**config.mk**
```make
export PLATFORM = sky130hd
export DESIGN_NAME = branch_target_gen
export DESIGN_NICKNAME = d
export VERILOG_FILES = /design/src/rtl/bt_pkg.sv /design/src/rtl/bt_cond_eval.sv /design/src/rtl/bt_phys_addr.sv /design/src/rtl/bt_target_calc.sv /design/src/rtl/branch_target_gen.sv
export SDC_FILE = /design/constraint.sdc
export NUM_CORES = 1
export LEC_CHECK = 0
export BUFFER_PORTS_ARGS = -buffer_cell sky130_fd_sc_hd__buf_2
export CAP_MARGIN = 20
export CORE_MARGIN = 2
export CORE_UTILIZATION = 30
export CTS_BUF_LIST = sky130_fd_sc_hd__clkbuf_8
export DETAILED_ROUTE_END_ITERATION = 7
export RECOVER_POWER = 25
export SLEW_MARGIN = 40
export SYNTH_ARGS = -nofsm -noshare
export SYNTH_HDL_FRONTEND = slang
export SYNTH_SLANG_ARGS = --single-unit
export TNS_END_PERCENT = 30
```
**constraint.sdc**
```tcl
create_clock -name clk -period 5.4 [get_ports clk]
set_input_delay 0.54 -clock clk [delete_from_list [all_inputs] [get_ports clk]]
set_output_delay 0.54 -clock clk [all_outputs]
set_load 0.005 [all_outputs]
```
**src/rtl/bt_pkg.sv**
```systemverilog
package bt_pkg;

    localparam int WORD_W    = 16;
    localparam int SEG_SHIFT = 4;
    localparam int PHYS_W    = WORD_W + SEG_SHIFT;
    localparam int IMM_W     = 2 * WORD_W;
    localparam int DISP_S_W  = 8;
    localparam int LEN_W     = 3;
    localparam int STK_W     = 3;

    // Flag bit positions inside the flag input
    localparam int FL_C = 0;
    localparam int FL_P = 1;
    localparam int FL_Z = 2;
    localparam int FL_O = 3;
    localparam int FLAG_W = 4;

    typedef logic [WORD_W-1:0] word_t;
    typedef logic [PHYS_W-1:0] phys_t;

    typedef enum logic [3:0] {
        BK_SHORT     = 4'd0,
        BK_NEAR      = 4'd1,
        BK_FAR       = 4'd2,
        BK_COND      = 4'd3,
        BK_LOOP      = 4'd4,
        BK_CALL_NEAR = 4'd5,
        BK_CALL_FAR  = 4'd6,
        BK_RET_NEAR  = 4'd7,
        BK_RET_FAR   = 4'd8
    } kind_e;

    typedef enum logic [2:0] {
        CC_ZSET = 3'd0,
        CC_ZCLR = 3'd1,
        CC_OCLR = 3'd2,
        CC_PSET = 3'd3,
        CC_PCLR = 3'd4,
        CC_CSET = 3'd5
    } cond_e;

    typedef struct packed {
        logic             taken;
        word_t            cs;
        word_t            ip;
        word_t            cx;
        logic [STK_W-1:0] stk_bytes;
        logic             stk_push;
    } xfer_t;

    function automatic word_t sext_short(input logic [DISP_S_W-1:0] d);
        return {{(WORD_W-DISP_S_W){d[DISP_S_W-1]}}, d};
    endfunction

    // Encoded length in bytes of each transfer kind
    function automatic logic [LEN_W-1:0] inst_len(input kind_e k);
        case (k)
            BK_SHORT, BK_COND, BK_LOOP:  return LEN_W'(2);
            BK_NEAR, BK_CALL_NEAR:       return LEN_W'(3);
            BK_FAR, BK_CALL_FAR:         return LEN_W'(5);
            default:                     return LEN_W'(1);
        endcase
    endfunction

endpackage

```
**src/rtl/bt_cond_eval.sv**
```systemverilog
module bt_cond_eval
    import bt_pkg::*;
(
    input  logic [2:0]        cond,
    input  logic [FLAG_W-1:0] flags,
    output logic              hit
);
    always_comb begin
        case (cond_e'(cond))
            CC_ZSET: hit =  flags[FL_Z];
            CC_ZCLR: hit = ~flags[FL_Z];
            CC_OCLR: hit = ~flags[FL_O];
            CC_PSET: hit =  flags[FL_P];
            CC_PCLR: hit = ~flags[FL_P];
            CC_CSET: hit =  flags[FL_C];
            default: hit = 1'b0;
        endcase
    end
endmodule

```
**src/rtl/bt_phys_addr.sv**
```systemverilog
module bt_phys_addr #(
    parameter int OFF_W = 16,
    parameter int SHIFT = 4
) (
    input  logic [OFF_W-1:0]       seg,
    input  logic [OFF_W-1:0]       off,
    output logic [OFF_W+SHIFT-1:0] phys
);
    localparam int PW = OFF_W + SHIFT;

    logic [PW-1:0] seg_base;
    logic [PW-1:0] off_ext;

    generate
        if (SHIFT == 0) begin : g_flat
            assign seg_base = seg;
        end else begin : g_shift
            assign seg_base = {seg, {SHIFT{1'b0}}};
        end
    endgenerate

    assign off_ext = PW'(off);
    assign phys    = seg_base + off_ext;
endmodule

```
**src/rtl/bt_target_calc.sv**
```systemverilog
module bt_target_calc
    import bt_pkg::*;
(
    input  logic [3:0]       kind,
    input  logic             cond_hit,
    input  logic [IMM_W-1:0] imm,
    input  word_t            cs,
    input  word_t            ip,
    input  word_t            cx,
    output xfer_t            nxt
);
    kind_e k;
    word_t seq_ip;
    word_t rel_short;
    word_t rel_near;
    word_t cx_dec;
    word_t imm_off;
    word_t imm_seg;

    assign k         = kind_e'(kind);
    assign seq_ip    = ip + word_t'(inst_len(k));
    assign imm_off   = imm[WORD_W-1:0];
    assign imm_seg   = imm[IMM_W-1:WORD_W];
    assign rel_short = seq_ip + sext_short(imm[DISP_S_W-1:0]);
    assign rel_near  = seq_ip + imm_off;
    assign cx_dec    = cx - word_t'(1);

    always_comb begin
        nxt           = '0;
        nxt.cs        = cs;
        nxt.ip        = seq_ip;
        nxt.cx        = cx;
        case (k)
            BK_SHORT: begin
                nxt.taken = 1'b1;
                nxt.ip    = rel_short;
            end
            BK_NEAR: begin
                nxt.taken = 1'b1;
                nxt.ip    = rel_near;
            end
            BK_FAR: begin
                nxt.taken = 1'b1;
                nxt.cs    = imm_seg;
                nxt.ip    = imm_off;
            end
            BK_COND: begin
                nxt.taken = cond_hit;
                if (cond_hit) nxt.ip = rel_short;
            end
            BK_LOOP: begin
                nxt.cx    = cx_dec;
                nxt.taken = (cx_dec != '0);
                if (cx_dec != '0) nxt.ip = rel_short;
            end
            BK_CALL_NEAR: begin
                nxt.taken     = 1'b1;
                nxt.ip        = rel_near;
                nxt.stk_bytes = STK_W'(2);
                nxt.stk_push  = 1'b1;
            end
            BK_CALL_FAR: begin
                nxt.taken     = 1'b1;
                nxt.cs        = imm_seg;
                nxt.ip        = imm_off;
                nxt.stk_bytes = STK_W'(4);
                nxt.stk_push  = 1'b1;
            end
            BK_RET_NEAR: begin
                nxt.taken     = 1'b1;
                nxt.ip        = imm_off;
                nxt.stk_bytes = STK_W'(2);
            end
            BK_RET_FAR: begin
                nxt.taken     = 1'b1;
                nxt.cs        = imm_seg;
                nxt.ip        = imm_off;
                nxt.stk_bytes = STK_W'(4);
            end
            default: ;
        endcase
    end
endmodule

```
**src/rtl/branch_target_gen.sv**
```systemverilog
module branch_target_gen
    import bt_pkg::*;
(
    input  logic              clk,
    input  logic              rst,
    input  logic              in_valid,
    input  logic [3:0]        in_kind,
    input  logic [2:0]        in_cond,
    input  logic [FLAG_W-1:0] in_flags,
    input  logic [IMM_W-1:0]  in_imm,
    input  logic [WORD_W-1:0] in_cs,
    input  logic [WORD_W-1:0] in_ip,
    input  logic [WORD_W-1:0] in_cx,
    output logic              out_valid,
    output logic              out_taken,
    output logic [WORD_W-1:0] out_cs,
    output logic [WORD_W-1:0] out_ip,
    output logic [PHYS_W-1:0] out_phys,
    output logic [WORD_W-1:0] out_cx,
    output logic [STK_W-1:0]  out_stack_bytes,
    output logic              out_stack_push
);
    logic  cond_hit;
    xfer_t nxt;
    xfer_t res_q;
    logic  vld_q;

    bt_cond_eval u_cond (
        .cond  (in_cond),
        .flags (in_flags),
        .hit   (cond_hit)
    );

    bt_target_calc u_calc (
        .kind     (in_kind),
        .cond_hit (cond_hit),
        .imm      (in_imm),
        .cs       (in_cs),
        .ip       (in_ip),
        .cx       (in_cx),
        .nxt      (nxt)
    );

    always_ff @(posedge clk) begin
        if (rst) begin
            vld_q <= 1'b0;
            res_q <= '0;
        end else begin
            vld_q <= in_valid;
            if (in_valid) res_q <= nxt;
            else          res_q.taken <= 1'b0;
        end
    end

    bt_phys_addr #(
        .OFF_W (WORD_W),
        .SHIFT (SEG_SHIFT)
    ) u_phys (
        .seg  (res_q.cs),
        .off  (res_q.ip),
        .phys (out_phys)
    );

    assign out_valid       = vld_q;
    assign out_taken       = res_q.taken;
    assign out_cs          = res_q.cs;
    assign out_ip          = res_q.ip;
    assign out_cx          = res_q.cx;
    assign out_stack_bytes = res_q.stk_bytes;
    assign out_stack_push  = res_q.stk_push;
endmodule

```
# After elaboration in Yosys (flattened, before gate mapping)
# Cells that the tools add are included.
[totals]
register_bits = 54
input_bits = 94
out_inout_bits = 74
wordCells = 52
[op_classes]
n_addsub = 5
eq_ne = 13
n_mux = 10
n_bitwise = 4
reduce_logical = 13
[ops]
columns = ["operator", "n"]
rows = [
  ["one-hot mux 16 bit (5 select lines)", 1],
  ["2-to-1 mux 16 bit", 4],
  ["adder 16 bit", 2],
  ["adder 20 x 16 -> 20 bit", 1],
  ["adder 16 x 3 -> 16 bit", 1],
  ["equality test 4 x 3 -> 1 bit, second input constant", 4],
  ["nonzero test 16 bit", 1],
  ["subtractor 16 x 1 -> 16 bit, second input constant", 1],
  ["OR reduction 2 bit", 6],
  ["one-hot mux 3 bit (3 select lines)", 1],
  ["equality test 4 x 2 -> 1 bit, second input constant", 2],
  ["OR reduction 7 bit", 1],
  ["equality test 3 x 2 -> 1 bit, second input constant", 2],
  ["equality test 3 bit, second input constant", 2],
  ["one-hot mux 1 bit (6 select lines)", 1],
  ["one-hot mux 3 bit (2 select lines)", 1],
  ["OR reduction 3 bit", 2],
  ["equality test 4 x 1 -> 1 bit, second input constant", 1],
  ["equality test 4 bit, second input constant", 1],
  ["logical NOT 4 bit", 1],
  ["inverter 1 bit", 4],
  ["OR reduction 4 bit", 1],
  ["equality test 3 x 1 -> 1 bit, second input constant", 1],
  ["logical NOT 3 bit", 1],
  ["other kinds (2)", 2],
]

# Logic depth before layout (Yosys ltp)
[logic_depth]
depth_word = 7
ltp_mapped = 19
ltp_nobuf = 19

# By module
# A second synthesis with hierarchy kept.
[unflattened]
hier_cells = 647
area_unflattened_um2 = 5412.7
[by_module_without_submodules]
columns = ["module", "instances", "cells_per_inst", "area_each_um2"]
rows = [
  ["bt_target_calc", 1, 358, 2578.7],
  ["branch_target_gen", 1, 172, 1945.6],
  ["bt_phys_addr", 1, 108, 820.8],
  ["bt_cond_eval", 1, 9, 67.6],
]

# Least setup slack after synthesis
# Ideal clock, no wire load.
[synth_path]
path_kind = "input to register"
from = "in in_kind[1]"
to = "reg res_q (netlist bit out_ip[15])"
setup_ps = 86
arrival_ps = 4207
required_ps = 5314
slack_ps = 1107
path_stages = 18
path_buffers = 1
path_cell_list = "buf_2 or2_2 nand2_1 nand2_1 ha_1 fa_1 a21o_1 and4_1 xor2_1 ha_1 o21a_1 o21ai_0 or3b_2 a211oi_1 nor3_1 o21ai_0 nand3b_1 a211oi_1"
[synth_between]
elab_chain_cells = 7
word_cells_on_any_way = 20
classes_between = "add/sub (3); eq/ne (8); mux (4); reduce/logical (5)"
[synth_rtl]
columns = ["element", "line", "text"]
rows = [
  ["from (decl)", "branch_target_gen.sv:7", "input logic [3:0] in_kind,"],
  ["equality test 4 x 2 -> 1 bit, or another cell as far along", "bt_pkg.sv:57, bt_target_calc.sv:33", ""],
  ["OR reduction 3 bit, or another cell as far along", "bt_pkg.sv:57", "case (k)"],
  ["one-hot mux 3 bit (3 select lines)", "bt_pkg.sv:57", ""],
  ["adder 16 x 3 -> 16 bit", "bt_target_calc.sv:21", "assign seq_ip = ip + word_t'(inst_len(k));"],
  ["adder 16 bit", "bt_target_calc.sv:24", "assign rel_short = seq_ip + sext_short(imm[DISP_S_W-1:0]);"],
  ["2-to-1 mux 16 bit, on equally long branches", "bt_target_calc.sv:54, bt_target_calc.sv:49", ""],
  ["one-hot mux 16 bit (5 select lines) *", "bt_target_calc.sv:33", "case (k)"],
  ["to (signal assigned)", "branch_target_gen.sv:50", "if (in_valid) res_q <= nxt;"],
  ["to (decl)", "branch_target_gen.sv:25", "xfer_t res_q;"],
]
# Every way passes the cells marked *; elsewhere a longest branch is shown, timed or not.
# A chain may end at the register's enable or synchronous reset.

# Final worst setup path
[layout_path]
from = "in in_kind[0]"
to = "reg res_q (netlist bit out_ip[15])"
# Same word-level chain as after synthesis.

==> metrics.txt <==
Die ar.=17,200 µm²; DRT Wirelength=14,600 µm; post-detail-place hpwl=11,600 µm; # clock sinks=53; Final Max Tran Viols=54; Async SR Flop Fraction=0%; CTS root buffer=clkbuf_8; initial antenna violation count=0; WP buf/inv=1; final antenna-violating net count=0; Syn Nets=755; post-synthesis sequential area ratio=21.9%; Core Box Area=15,800 µm²; Worst path slowest cell=or3b_2; worst hold path class=reg2reg; share of layout cells above drive strength 1=23.8%; Iter 0 DRT Violations=318; MaxCap Viol Count=1; Congestion Overflow GR=0; violated checks=capacitance limit, slew limit; Area Growth Syn to Fin=21.5%; first-pass GRT wire length=23,800 µm; endpoint type of the worst setup path=register; Core Rows=46; Req. time, crit path=5490 ps; Max Fanout on Critical Path=13; synthesized area=4850 µm²; flops & latches, synth=53; static leakage=2.60 nW; Yosys warning count=0; fin worst setup slack=902 ps; vias in the first global route=4,626; WHS=474 ps; Final Hold Fails=0; Vias=4,892; detailed-route wire length per cell=14.9 µm; CP most frequent cell=nand2_1; pre-CTS worst setup slack=624 ps; maximum VDD drop=110 µV; crit path time final=4500 ps; Setup CP Type=in2reg; cell taking the most area after synthesis=dfxtp_1; GP Congestion=0.878; Slew Limit Headroom=-67.0%; H-Tree Depth=2; Synth cell types=67; DRC violations left=0; CTS tree=yes; final cycle utilization of the critical path=83.3%; clock-pin slew on the worst setup and hold paths=100 ps; Main synth FF type=dfxtp_1; RSZ-0062 raised after global routing=false; Longest Clk Path Bufs=2; Mapped Cells=619; die extent in x=131 µm; largest net degree at the start of global routing=94; cell breakdown of the critical path=buf_2, nor2b_1, nand2_1, nand2_1, nand2_1, ha_1, fa_1, a21o_1, and4_1, xor2_1, ha_1, o21a_1, o21ai_0, or3b_2, a211oi_1, nor3_1, nor3_1, nand3b_1, a211oi_1; Area contributors post-synth=dfxtp_1 (22%), ha_1 (10%), xnor2_1 (7.0%); num ports=168; kind of cell adding the most delay to the critical path=simple AND/OR/NAND/NOR gates; Resized Gates After CTS=0; setup bufs post-CTS=0; area share of the largest cell type after synthesis=21.9%; DR pass1 iterations=6; GR Util All Layers=16.7%; skew final=0 ps; P per Cell Area=196 nW/µm²; Post-synth EDFFs=0; CP max stage delay=540 ps; startpoint type of the worst setup path=input pin; Starting Density=30.6%; CTS Hold Buffers Added=0; DIE HEIGHT=131 µm; Final nets=899; setup TNS=0 ps; total CTS buffers=5; Achievable Freq=222 MHz; Clock Latency Late Sink=310 ps; I/O Buffers=166; outcome=complete, but fails checks; Avg Cell Area, Syn=7.83 µm²; final setup vio count=0; antenna cells=0; Worst-Margin Slew=2500 ps; vias per cell=4.99; arrival time worst endpoint=4590 ps
tightest hold or removal path, delay by kind of cell (launching register included):
kind               cells  cell delay [ps]
and+or+nand+nor        1               60
DFF                    1              320
AOI/OAI and AO/OA      1               50
layout by cell type (no fill, tap or decap), types with 3 or more instances in the layout:
master    Yosys  layout
buf_2         4     152
nor2_1       80      80
nand2_1      57      57
dfxtp_1      53      53
xnor2_1      39      39
ha_1         39      39
a211oi_1     38      38
nor3_1       29      29
a21oi_1      28      28
o21ai_0      22      22
xor2_1       22      22
inv_1        20      21
mux2i_1      18      18
clkbuf_1     19      13
nand3_1      12      12
a221oi_1     12      12
a21o_1        9       9
or3_1         8       8
nor4_1        6       6
nor2b_1       6       6
nand4_1       6       6
o21a_1        5       5
and3_1        5       5
a31oi_1       5       5
clkbuf_8      0       5
o31ai_1       4       4
a311oi_1      4       4
o31a_1        4       4
nand2b_1      3       3
a221o_1       3       3
or2_2         3       3
fa_1          3       3
area by class of cell:
| type | count | area, µm² |
|---|---|---|
| Tap cell | 216 | 270 |
| Fill cell | 1708 | 9940 |
| Inverter | 20 | 75.1 |
| Multi-Input combinational cell | 514 | 3560 |
| Clock inverter | 3 | 18.8 |
| Clock buffer | 5 | 68.8 |
| Timing Repair Buffer | 169 | 840 |
| Sequential cell | 53 | 1060 |
routing by layer:
metal	track usage, %	share of wire (%)	up-vias
li1	-	-	2560
met1	22.5	48	2176
met2	28.5	46	145
met3	1.85	4.8	11
met4	3.86	1.3	0
met5	0	0	-
worst paths after layout:
kind | from | end | cells after the start | slack, ps
setup reg to reg | out_cs[14] | out_cs[14] | 2 | 4580
setup / recovery | in_kind[0] | out_ip[15] | 19 | 900
hold / removal | out_stack_push | out_stack_push | 2 | 470
hold reg to reg | out_stack_push | out_stack_push | 2 | 470
registers in the layout, indices dropped and copies added (netlist names):
name and cells:
out_valid 1, out_stack_bytes 2, out_cs 16, out_cx 16, out_taken 1, out_ip 16
out_stack_push 1
synthesized netlist by cell type (3+ instances only):
cell / number
a221o_1: 3
and3_1: 5
or2_2: 3
nor4_1: 6
mux2i_1: 18
o31ai_1: 4
a21oi_1: 28
dfxtp_1: 53
o21a_1: 5
clkbuf_1: 19
o31a_1: 4
inv_1: 20
fa_1: 3
a21o_1: 9
nor2_1: 80
nand2_1: 57
a311oi_1: 4
nand4_1: 6
or3_1: 8
nand3_1: 12
buf_2: 4
xor2_1: 22
xnor2_1: 39
a211oi_1: 38
nor3_1: 29
a31oi_1: 5
nor2b_1: 6
nand2b_1: 3
buf_4: 6
o21ai_0: 22
ha_1: 39
a221oi_1: 12
report_power, final:
part	total, mW	leakage (nW)	switching, mW	internal, mW
clock	0.231	0.0416	0.141	0.0899
combinational	0.481	2.12	0.264	0.217
sequential	0.445	0.440	0.0245	0.420
kinds of logic after synthesis:
| kind of cell | count (synthesis) | synth area share [%] |
|---|---|---|
| buffers and inverters | 52 | 4.93 |
| muxes | 18 | 3.72 |
| AOI/OAI and AO/OA | 161 | 24.3 |
| and+or+nand+nor | 231 | 22.8 |
| xor gates and xnor gates | 61 | 11.0 |
| other | 1 | 0.0773 |
| adders and majority gates | 42 | 11.3 |
| DFF | 53 | 21.9 |
stage by stage:
stage	total power, mW	util, %	cell area, µm²	cells
2_1_floorplan	0.771	-	4850	619
3_3_place_gp	0.935	36.8	5820	972
3_5_place_dp	0.935	36.8	5820	972
4_1_cts	1.17	37.3	5910	980
5_1_grt	1.24	37.2	5890	980
6_report	1.16	37.2	5890	980
Note: power is estimated with default switching activity, not from simulation.
